==> src/rtl/bidir_addr_pkg.sv <==
package bidir_addr_pkg;

    typedef struct packed {
        logic wb_sum;   // bit 1: write sum back to first-operand register
        logic use_sum;  // bit 0: capture the sum instead of the first operand
    } amode_t;

    function automatic amode_t decode_mode(input logic [1:0] raw);
        amode_t m;
        m.wb_sum  = raw[1];
        m.use_sum = raw[0];
        return m;
    endfunction

endpackage

==> src/rtl/bidir_addr_src.sv <==
module bidir_addr_src
    import bidir_addr_pkg::*;
(
    input  amode_t mode,
    input  logic   opa_bit,
    input  logic   sum_bit,
    output logic   cap_bit,
    output logic   wb_bit
);

    always_comb begin
        cap_bit = mode.use_sum ? sum_bit : opa_bit;
        wb_bit  = mode.wb_sum  ? sum_bit : opa_bit;
    end

endmodule

==> src/rtl/bidir_addr_count.sv <==
module bidir_addr_count #(
    parameter int AW = 16
) (
    input  logic clk,
    input  logic rst_n,
    input  logic cap_en,
    output logic last_beat
);

    localparam int CW = (AW > 1) ? $clog2(AW) : 1;
    localparam logic [CW-1:0] LAST = CW'(AW - 1);

    typedef struct packed {
        logic [CW-1:0] cnt;
    } cnt_state_t;

    cnt_state_t st_d, st_q;

    always_comb begin
        st_d = st_q;
        if (!cap_en) begin
            st_d.cnt = '0;
        end else if (st_q.cnt == LAST) begin
            st_d.cnt = '0;
        end else begin
            st_d.cnt = st_q.cnt + 1'b1;
        end
    end

    always_ff @(posedge clk) begin
        if (!rst_n) begin
            st_q <= '0;
        end else begin
            st_q <= st_d;
        end
    end

    assign last_beat = cap_en && (st_q.cnt == LAST);

    // a gap in capture restarts the beat count
    p_gap_restarts_r8: assert property (@(posedge clk) disable iff (!rst_n)
        !cap_en |=> (st_q.cnt == '0));

    // a run advances the count by one until it wraps
    p_run_advances_r8: assert property (@(posedge clk) disable iff (!rst_n)
        (cap_en && st_q.cnt != LAST) |=> (st_q.cnt == $past(st_q.cnt) + 1'b1));

endmodule

==> src/rtl/bidir_addr_core.sv <==
module bidir_addr_core #(
    parameter int AW = 16
) (
    input  logic          clk,
    input  logic          rst_n,
    input  logic          cap_en,
    input  logic          rep_en,
    input  logic          cap_bit,
    output logic [AW-1:0] q
);

    typedef struct packed {
        logic [AW-1:0] sreg;
    } core_state_t;

    core_state_t st_d, st_q;

    always_comb begin
        st_d = st_q;
        if (cap_en) begin
            // towards LSB: new bit enters at the top
            st_d.sreg = {cap_bit, st_q.sreg[AW-1:1]};
        end else if (rep_en) begin
            // towards MSB: top bit leaves first
            st_d.sreg = {st_q.sreg[AW-2:0], 1'b0};
        end
    end

    always_ff @(posedge clk) begin
        if (!rst_n) begin
            st_q <= '0;
        end else begin
            st_q <= st_d;
        end
    end

    assign q = st_q.sreg;

    // capture enters at the top even when replay is also requested
    p_capture_top_r2: assert property (@(posedge clk) disable iff (!rst_n)
        cap_en |=> (q[AW-1] == $past(cap_bit)) && (q[AW-2:0] == $past(q[AW-1:1])));

    // replay moves contents toward the top
    p_replay_up_r5: assert property (@(posedge clk) disable iff (!rst_n)
        (rep_en && !cap_en) |=> (q[AW-1:1] == $past(q[AW-2:0])) && !q[0]);

    // idle holds the address
    p_idle_hold_r6: assert property (@(posedge clk) disable iff (!rst_n)
        (!cap_en && !rep_en) |=> $stable(q));

endmodule

==> src/rtl/bidir_addr_tap.sv <==
module bidir_addr_tap #(
    parameter int AW = 16
) (
    input  logic          clk,
    input  logic          rst_n,
    input  logic [AW-1:0] q,
    input  logic          cap_en,
    input  logic          rep_en,
    input  logic          wr_timing,
    input  logic          last_beat,
    input  logic          cap_bit,
    output logic          addr_bit
);

    localparam int WR_TAP = AW - 1;
    localparam int RD_TAP = AW - 2;

    logic rd_tap_bit;
    logic wr_tap_bit;

    generate
        if (AW >= 2) begin : g_taps
            assign rd_tap_bit = q[RD_TAP];
            assign wr_tap_bit = q[WR_TAP];
        end else begin : g_single
            assign rd_tap_bit = 1'b0;
            assign wr_tap_bit = q[0];
        end
    endgenerate

    always_comb begin
        addr_bit = 1'b0;
        if (cap_en) begin
            if (last_beat && !wr_timing) begin
                addr_bit = cap_bit;
            end
        end else if (rep_en) begin
            addr_bit = wr_timing ? wr_tap_bit : rd_tap_bit;
        end
    end

    // quiet when idle
    p_idle_quiet_r9: assert property (@(posedge clk) disable iff (!rst_n)
        (!cap_en && !rep_en) |-> !addr_bit);

    // write-timed capture never drives the line
    p_write_cap_quiet_r5: assert property (@(posedge clk) disable iff (!rst_n)
        (cap_en && wr_timing) |-> !addr_bit);

    // the bit sent early is the one that lands at the top of the register
    p_early_msb_lands_r4: assert property (@(posedge clk) disable iff (!rst_n)
        (cap_en && last_beat && !wr_timing) |=> (q[AW-1] == $past(addr_bit)));

endmodule

==> src/rtl/bidir_addr_sreg.sv <==
module bidir_addr_sreg
    import bidir_addr_pkg::*;
#(
    parameter int AW = 16
) (
    input  logic       clk,
    input  logic       rst_n,
    input  logic       opa_bit,
    input  logic       sum_bit,
    input  logic [1:0] mode_i,
    input  logic       wr_timing,
    input  logic       cap_en,
    input  logic       rep_en,
    output logic       addr_bit,
    output logic       wb_bit
);

    amode_t        mode;
    logic          cap_bit;
    logic          last_beat;
    logic [AW-1:0] q;

    assign mode = decode_mode(mode_i);

    bidir_addr_src u_src (
        .mode    (mode),
        .opa_bit (opa_bit),
        .sum_bit (sum_bit),
        .cap_bit (cap_bit),
        .wb_bit  (wb_bit)
    );

    bidir_addr_count #(.AW(AW)) u_count (
        .clk       (clk),
        .rst_n     (rst_n),
        .cap_en    (cap_en),
        .last_beat (last_beat)
    );

    bidir_addr_core #(.AW(AW)) u_core (
        .clk     (clk),
        .rst_n   (rst_n),
        .cap_en  (cap_en),
        .rep_en  (rep_en),
        .cap_bit (cap_bit),
        .q       (q)
    );

    bidir_addr_tap #(.AW(AW)) u_tap (
        .clk       (clk),
        .rst_n     (rst_n),
        .q         (q),
        .cap_en    (cap_en),
        .rep_en    (rep_en),
        .wr_timing (wr_timing),
        .last_beat (last_beat),
        .cap_bit   (cap_bit),
        .addr_bit  (addr_bit)
    );

    // with writeback off the register file gets its own operand back
    p_no_wb_recirc_r3: assert property (@(posedge clk) disable iff (!rst_n)
        (cap_en && !mode_i[1]) |-> (wb_bit == opa_bit));

endmodule

==> config.mk <==
export PLATFORM = sky130hd
export DESIGN_NAME = bidir_addr_sreg
export DESIGN_NICKNAME = d
export VERILOG_FILES = /design/src/rtl/bidir_addr_pkg.sv /design/src/rtl/bidir_addr_src.sv /design/src/rtl/bidir_addr_count.sv /design/src/rtl/bidir_addr_core.sv /design/src/rtl/bidir_addr_tap.sv /design/src/rtl/bidir_addr_sreg.sv
export SDC_FILE = /design/constraint.sdc
export NUM_CORES = 1
export LEC_CHECK = 0
export BUFFER_PORTS_ARGS = -buffer_cell sky130_fd_sc_hd__buf_2
export CORE_ASPECT_RATIO = 1.2
export CORE_UTILIZATION = 25
export CTS_CLUSTER_DIAMETER = 150
export DETAILED_ROUTE_END_ITERATION = 6
export PLACE_DENSITY = 0.47
export SYNTH_ARGS = -nofsm -noshare
export SYNTH_HDL_FRONTEND = slang
export SYNTH_SLANG_ARGS = --single-unit
export TNS_END_PERCENT = 10
==> constraint.sdc <==
create_clock -name clk -period 2.1 [get_ports clk]
set_clock_uncertainty 0.1 [all_clocks]
set_input_delay 0.42 -clock clk [delete_from_list [all_inputs] [get_ports clk]]
set_output_delay 0.42 -clock clk [all_outputs]
set_load 0.02 [all_outputs]
# ---- Yosys cells after proc, flatten, opt, wreduce, memory -nomap -nowiden
# Cells that the tools add are included.
dict set report totals {
  regBits 20
  latch_bits 0
  ram_bits 0
  rom_bits 0
  wordCells 19
  memories 0
}
dict set report op_classes {
  add_sub_neg 1
  mul 0
  div 0
  order_cmp 0
  n_eq_ne 1
  n_shift 0
  mux 8
  bitwise 2
  n_reduce_logical 5
}
# operator n
set op_table {}
lappend op_table {{two-way mux 16 bit} 2}
lappend op_table {{two-way mux 1 bit} 6}
lappend op_table {{adder 4 x 1 -> 4 bit, second input constant} 1}
lappend op_table {{== test 4 bit, second input constant} 1}
lappend op_table {{OR reduction 3 bit} 1}
lappend op_table {{logical AND 1 bit} 2}
lappend op_table {{NOT 1 bit} 2}
lappend op_table {{nonzero test 2 bit} 1}
lappend op_table {{logical NOT 1 bit} 1}

# ---- Logic depth before layout (Yosys ltp)
# Gate-level depths: netlist of the first run.
dict set report depth {
  depth_word 5
  mapped_depth 5
  ltp_nobuf 4
}

# ---- Modules after synthesis
# A second synthesis of the first run with hierarchy kept.
dict set report unflattened {
  hier_cells 93
  area_unflattened_um2 1051.0
}
# mod instances cells_each area_per_inst_um2 seq_area_each_um2
set modules_own_cells {}
lappend modules_own_cells {bidir_addr_core 1 70 838.3 320.3}
lappend modules_own_cells {bidir_addr_count 1 17 156.4 80.1}
lappend modules_own_cells {bidir_addr_tap 1 4 30.0 0.0}
lappend modules_own_cells {bidir_addr_src 1 2 26.3 0.0}

# ---- Worst setup path after synthesis of the first run
# Ideal clock, no wire load.
dict set report synth_path {
  path_kind {reg-to-output}
  startpoint {register u_count.st_q[0] (netlist bit)}
  endpoint {output port addr_bit}
  arrival_ns 1.199
  required_time_ns 1.580
  path_slack_ns 0.381
  stages_incl_launch_ff 5
  n_path_buf 0
  path_cell_list {dfxtp_1 > ha_1 > nand3_1 > or4b_4 > o21ai_2}
}
dict set report synth_via {
  elab_chain_cells 5
}
# item line_no
set synth_rtl {}
lappend synth_rtl {{start, declared} bidir_addr_count.sv:17} ;# cnt_state_t st_d, st_q;
lappend synth_rtl {{start signal, assigned} bidir_addr_count.sv:34} ;# st_q <= st_d;
lappend synth_rtl {{== test 4 bit} bidir_addr_count.sv:38} ;# assign last_beat = cap_en && (st_q.cnt == LAST);
lappend synth_rtl {{logical AND 1 bit} bidir_addr_count.sv:38}
lappend synth_rtl {{logical AND 1 bit} bidir_addr_tap.sv:34} ;# if (last_beat && !wr_timing) begin
lappend synth_rtl {{two-way mux 1 bit} bidir_addr_tap.sv:34}
lappend synth_rtl {{two-way mux 1 bit} bidir_addr_tap.sv:33} ;# if (cap_en) begin
lappend synth_rtl {{end, declared} bidir_addr_sreg.sv:14} ;# output logic addr_bit,
# Every way passes these cells.

# ---- Final worst setup path of the first run
# Same ends and word-level chain as after synthesis.

==> results of run 1 <==
==> synth_stat cells (all sizes together) <==
cell,number,area (um^2)
dfxtp,20,400
nand2,16,60.1
mux2i,15,150
o21ai,15,78.8
and2,14,87.6
buf,5,33.8
mux2,3,33.8
nand3,3,15.0
nor2,3,11.3
clkbuf,2,8.75
xor2,2,17.5
a21oi,1,5.00
and3,1,6.26
ha,1,12.5
inv,1,3.75
nor2b,1,6.26
nor3b,1,7.51
o211a,1,10.0
or4b,1,13.8
==> sequential cells by signal (all words and copies together) (netlist names) <==
| signal | cells |
|---|---|
| u_count.st_q | 4 |
| u_core.q | 16 |
==> cell families after synthesis <==
kind of cell	synth area share (%)
buf+inv	4.81
mux	19.1
compound gates	9.75
simple gates	21.6
fa+ha+maj	1.30
xor+xnor	1.82
flops	41.6
==> worst max-delay path, delay by kind of cell (launching register included) <==
family / cells / cell delay, ns
simple gates: 2 / 0.56
flops: 1 / 0.36
fa+ha+maj: 1 / 0.13
buf+inv: 1 / 0.13
compound gates: 1 / 0.07
==> cell type report <==
| class | count | area share (%) |
|---|---|---|
| well taps | 52 | 5.81 |
| repair buffers | 12 | 6.37 |
| inverters | 1 | 0.335 |
| flip-flops and latches | 20 | 36.2 |
| multi-input cells | 78 | 47.6 |
| clock buffers | 3 | 3.69 |
==> power by group <==
part | leakage (nW) | switching, mW | internal [mW]
clock network | 0.0216 | 0.117 | 0.127
registers | 0.163 | 0.00389 | 0.383
logic | 0.275 | 0.0326 | 0.0249
==> stage by stage <==
stage,std cells,hold WS [ns],instance area [um^2]
CTS,166,0.324,1100
global route,166,0.356,1120
floorplan,106,0.318,962
finish,166,0.347,1120
global placement,163,0.331,1050
detailed placement,163,0.348,1050
==> routing by layer <==
layer  track usage (%)  wire length [um]  vias up
met5                 0                 0        -
met4              5.56                19        0
met3              1.85                56        2
met2              14.8               751       11
met1              11.0               793      310
li1                  -                 -      373
==> worst paths after layout <==
| kind | cells past startpoint | start | endpoint |
|---|---|---|---|
| setup / recovery | 5 | u_count.st_q[0] | addr_bit |
| hold / removal | 1 | u_count.st_q[0] | u_count.st_q[0] |
| setup reg to reg | 3 | u_count.st_q[0] | u_count.st_q[2] |
| hold reg to reg | 1 | u_count.st_q[0] | u_count.st_q[0] |
==> what timing repair did <==
action,in CTS,in global routing
hold buffers,0,0
cloned,0,0
endpoints found under the setup margin,1,1
pin swaps,0,1
gates resized for setup,4,4
==> impl_metrics.env, run 1 <==
export IMPL_startpoint_type="flop"
export IMPL_seq_area_frac_synth_pct=41.6
export IMPL_die_w_um=58.6
export IMPL_fin_crit_sh_pct=96.8
export IMPL_grt_pass1_vias=698
export IMPL_cp_slowest_cell="or4b_4"
export IMPL_crit_path_max_fanout=3
export IMPL_overflow=0
export IMPL_reg2reg_slack_ns=1.07
export IMPL_final_antenna_net_count=0
export IMPL_layout_commonest_cell="dfxtp_1"
export IMPL_cts_buffers=3
export IMPL_drtIter0Drc=3
export IMPL_max_freq_ghz=0.492
export IMPL_rows=24
export IMPL_outcome="finished clean"
export IMPL_die_area_um2=4100
export IMPL_vias=696
export IMPL_synth_fp_nets=116
export IMPL_tritoncts="built"
export IMPL_antenna_found_initial=0
export IMPL_finalHoldViolations=0
export IMPL_grt_pass1_wl_um=2880
export IMPL_clk_pin_slew_ns=0.07
export IMPL_dieHeight_um=70.0
export IMPL_irDropWorstVdd_uv=232
export IMPL_rsz0062_at_grt="true"
export IMPL_routed_wl_um=1620
export IMPL_drv_cap=0
export IMPL_start_util_pct=26.3
export IMPL_cp_data_arrival_time_ns=1.51
export IMPL_leakage_nw=0.460
export IMPL_slowest_delay_ns=0.48
export IMPL_multi_input_area_um2=533
export IMPL_final_cell_mix="dfxtp_1 (18), nand2_1 (16), mux2i_1 (15), and2_1 (14), buf_2 (9)"
export IMPL_gp_congestion=0.648
export IMPL_worst_slack_ns=0.0675
export IMPL_clk_latency_ns=0.25
export IMPL_synth_cell_types=24
export IMPL_drtPass1Iterations=3
export IMPL_synth_area_per_cell_um2=9.08
export IMPL_drive_gt1_share_pct=21.1
export IMPL_syn_inst=106
export IMPL_yosysWarnings=0
export IMPL_place_ws_ns=0.181
export IMPL_power_total_uw=689
export IMPL_grt_usage_pct=9.19
export IMPL_min_period_ns=2.03
export IMPL_fp_coreArea_um2=3660
export IMPL_wl_per_cell_um=9.76
export IMPL_cts_root_buffer="clkbuf_8"
export IMPL_relSlewSlack_pct=80.1
export IMPL_io_pins=11
export IMPL_syn_cell_area_um2=962
export IMPL_area_growth_pct=16.4
export IMPL_grt_max_degree=36
export IMPL_regArea_um2=405
export IMPL_htree_levels=1
export IMPL_power_density_nw_per_um2=615
export IMPL_cp_required_ns=1.58
export IMPL_end_kind="output port"
export IMPL_crit_chain="ha_4 > nand3_2 > or4b_4 > o21ai_2 > buf_6"
export IMPL_setup_viol=0
export IMPL_hp_class="flop to flop"
export IMPL_drc=0
export IMPL_viasPerCell=4.19
export IMPL_nFillCells=410
export IMPL_tns_ns=0
export IMPL_diodes=0
export IMPL_postCtsSetupBuffers=0
export IMPL_synth_seq_cells=20
export IMPL_final_nets=126
export IMPL_postLayoutCoreUtil_pct=30.6
export IMPL_critPathKind="flop to output port"
export IMPL_io_buffers=10
export IMPL_cts_buffer_depth=2
export IMPL_slew_violations=0
export IMPL_cts_sinks=20
export IMPL_max_slew_worst_pin_slew_ns=0.299
export IMPL_place_hpwl_um=1120
No activity file was read; power rests on OpenSTA's default activity.
==> inputs of run 2 (changes only) <==
--- a/config.mk
+++ b/config.mk
@@ -5,10 +5,12 @@
 export SDC_FILE = /design/constraint.sdc
 export NUM_CORES = 1
 export LEC_CHECK = 0
+export ABC_AREA = 1
 export BUFFER_PORTS_ARGS = -buffer_cell sky130_fd_sc_hd__buf_2
 export CORE_ASPECT_RATIO = 1.2
 export CORE_UTILIZATION = 25
 export CTS_CLUSTER_DIAMETER = 150
+export CTS_CLUSTER_SIZE = 16
 export DETAILED_ROUTE_END_ITERATION = 6
 export PLACE_DENSITY = 0.47
 export SYNTH_ARGS = -nofsm -noshare
==> run 2 against run 1 <==
Register-to-register slack got worse by 0.05 ns. First-iteration DRC count rose to 3.3 times the previous value. Final area increased by 1.9%. Die area grew 5.8%. Power is 6.1% higher. Worst setup slack better by 0.18 ns. Clock power up 16%. Sequential share of layout area down 1.1 points. Worst hold slack better by 0.025 ns. Wire length increased by 15%. Count of clock-buffer cells in the layout increased by 1. Critical path type unchanged. Largest power group unchanged. Highest routed layer unchanged.
==> impl_metrics.env, run 2 <==
export IMPL_outcome="finished clean"
export IMPL_synth_fa_ha_area_share_pct=1.23
export IMPL_synth_mux_area_share_pct=0
export IMPL_synth_fp_nets=161
export IMPL_rows=25
export IMPL_io_buffers=10
export IMPL_yosys_area_share_simple_pct=40.0
export IMPL_clk_latency_ns=0.25
export IMPL_synth_common_cells="nand2_1 (51), nand3_1 (34), inv_1 (21), dfxtp_1 (20), nor2_1 (5)"
export IMPL_synth_area_leaders="dfxtp_1 (39%), nand2_1 (19%), nand3_1 (17%)"
export IMPL_diodes=0
export IMPL_ctsResizeCount=0
export IMPL_cp_slowest_cell="dfxtp_1"
export IMPL_internal_power_uw=569
export IMPL_cts_hold_buf=0
export IMPL_syn_cell_area_um2=1020
export IMPL_die_area_um2=4340
export IMPL_end_kind="output port"
export IMPL_reg2regPathDepth=4
export IMPL_htree_levels=1
export IMPL_worstHoldPathCells=2
export IMPL_start_util_pct=26.1
export IMPL_synthFlopType="dfxtp_1"
export IMPL_grt_max_degree=19
export IMPL_place_hpwl_um=1390
export IMPL_synthMostInstantiatedCell="nand2_1"
export IMPL_max_freq_ghz=0.541
export IMPL_p_clk_share_pct=38.6
export IMPL_grt_pass1_vias=849
export IMPL_clk_pin_slew_ns=0.07
export IMPL_dieHeight_um=72.0
export IMPL_finalHoldViolations=0
export IMPL_final_cell_mix="nand2_1 (51), nand3_1 (34), inv_1 (21), dfxtp_1 (20), buf_2 (10)"
export IMPL_largest_reg_flops=16
export IMPL_synth_cell_types=20
export IMPL_yosysTopAreaCell="dfxtp_1"
export IMPL_seq_area_frac_synth_pct=39.3
export IMPL_rsz0062_at_grt="false"
export IMPL_power_density_nw_per_um2=641
export IMPL_yosysWarnings=0
export IMPL_synthArstFlopShare_pct=0
export IMPL_netlist_area_leader_share_pct=39.3
export IMPL_drc=0
export IMPL_slowest_delay_ns=0.38
export IMPL_relSlewSlack_pct=75.9
export IMPL_leakage_nw=0.593
export IMPL_drtPass1Iterations=3
export IMPL_area_growth_pct=11.9
export IMPL_gp_congestion=0.713
export IMPL_min_period_ns=1.85
export IMPL_netSwitchingPower_uw=162
export IMPL_crit_chain="ha_1 > nand3_1 > nor2_1 > nand3_1 > nand2_1 > buf_2"
export IMPL_power_total_uw=731
export IMPL_crit_path_max_fanout=4
export IMPL_tritoncts="built"
export IMPL_startpoint_type="flop"
export IMPL_die_w_um=60.3
export IMPL_fin_crit_sh_pct=88.0
export IMPL_overflow=0
export IMPL_synth_compound_area_share_pct=3.56
export IMPL_irDropWorstVdd_uv=313
export IMPL_viasPerCell=4.13
export IMPL_tns_ns=0
export IMPL_p_comb_share_pct=8.5
export IMPL_grt_pass1_wl_um=3470
export IMPL_slew_violations=0
export IMPL_synthXorXnorAreaFrac_pct=0.859
export IMPL_drtIter0Drc=10
export IMPL_hp_class="flop to flop"
export IMPL_synth_enable_flop_cells=0
export IMPL_synth_seq_cells=20
export IMPL_switching_share_pct=22.2
export IMPL_drive_gt1_share_pct=12.6
export IMPL_fp_coreArea_um2=3910
export IMPL_antenna_found_initial=0
export IMPL_grt_usage_pct=10.2
export IMPL_cts_sinks=20
export IMPL_layout_commonest_cell="nand2_1"
export IMPL_critPathKind="flop to output port"
export IMPL_final_nets=170
export IMPL_cts_buffers=3
export IMPL_cp_required_ns=1.58
export IMPL_cts_root_buffer="clkbuf_8"
export IMPL_seqPwrFrac_pct=52.9
export IMPL_cp_data_arrival_time_ns=1.33
export IMPL_max_slew_worst_pin_slew_ns=0.360
export IMPL_synth_area_per_cell_um2=6.75
export IMPL_syn_inst=151
export IMPL_drv_cap=0
export IMPL_routed_wl_um=1860
export IMPL_cts_buffer_depth=2
export IMPL_path_common_cell="nand3_1"
export IMPL_wl_per_cell_um=8.71
export IMPL_setup_viol=0
export IMPL_postCtsSetupBuffers=0
export IMPL_vias=879
export IMPL_final_antenna_net_count=0
export IMPL_synth_top_family_by_area="simple AND/OR/NAND/NOR gates"
export IMPL_io_pins=11
-- run 2: worst max-delay path: cells and delay by family, from the launching register on --
family | cells | cell delay (ns)
adder cells (fa/ha/maj) | 1 | 0.20
flip-flops | 1 | 0.38
buffers and inverters | 1 | 0.15
AND/OR/NAND/NOR | 4 | 0.35
-- run 2: logic make-up (layout without fill, tap and decap cells) --
kind of cell | count (synthesis) | count (layout)
and+or+nand+nor | 93 | 93
xor gates and xnor gates | 1 | 1
DFF | 20 | 20
buffers and inverters | 30 | 38
adders and majority gates | 1 | 1
AOI/OAI and AO/OA | 6 | 6
-- run 2: power groups by stage --
stage / logic [mW] / clock network, mW / registers, mW
floorplan: 0.0505 / 0 / 0.395
global placement: 0.0623 / 0 / 0.395
detailed placement: 0.0630 / 0 / 0.396
CTS: 0.0632 / 0.297 / 0.387
global route: 0.0714 / 0.311 / 0.387
finish: 0.0620 / 0.282 / 0.387
-- run 2: through the flow --
| step | utilization [%] | setup WS (ns) | instance area (um^2) | instances | hold slack [ns] |
|---|---|---|---|---|---|
| 2_1_floorplan | - | 0.559 | 1020 | 151 | 0.330 |
| 4_1_cts | 29.2 | 0.235 | 1140 | 213 | 0.372 |
| 3_3_place_gp | 27.8 | 0.418 | 1090 | 209 | 0.342 |
| 5_1_grt | 29.2 | 0.0893 | 1140 | 213 | 0.399 |
| 6_report | 29.2 | 0.252 | 1140 | 213 | 0.371 |
| 3_5_place_dp | 27.8 | 0.405 | 1090 | 209 | 0.363 |
-- run 2: per-layer routing --
layer | vias to the layer above | track usage (%) | share of wire, %
li1 | 486 | - | -
met1 | 388 | 11.5 | 45
met2 | 3 | 18.8 | 52
met3 | 2 | 2.14 | 1.8
met4 | 0 | 2.33 | 0.65
met5 | - | 0 | 0
-- run 2: layout make-up --
cell class,count,area (um^2)
fillers,446,2770
inverters,22,87.6
repair buffers,12,65.1
well taps,54,67.6
multi-input cells,101,465
clock buffers,4,55.1
flip-flops and latches,20,400
-- run 2: final timing paths --
path | startpoint | endpoint | slack, ns
max | u_count.st_q[0] | addr_bit | 0.25
min reg2reg | u_core.q[0] | u_core.q[0] | 0.37
max reg2reg | u_count.st_q[0] | u_count.st_q[3] | 1.02
min | u_core.q[0] | u_core.q[0] | 0.37
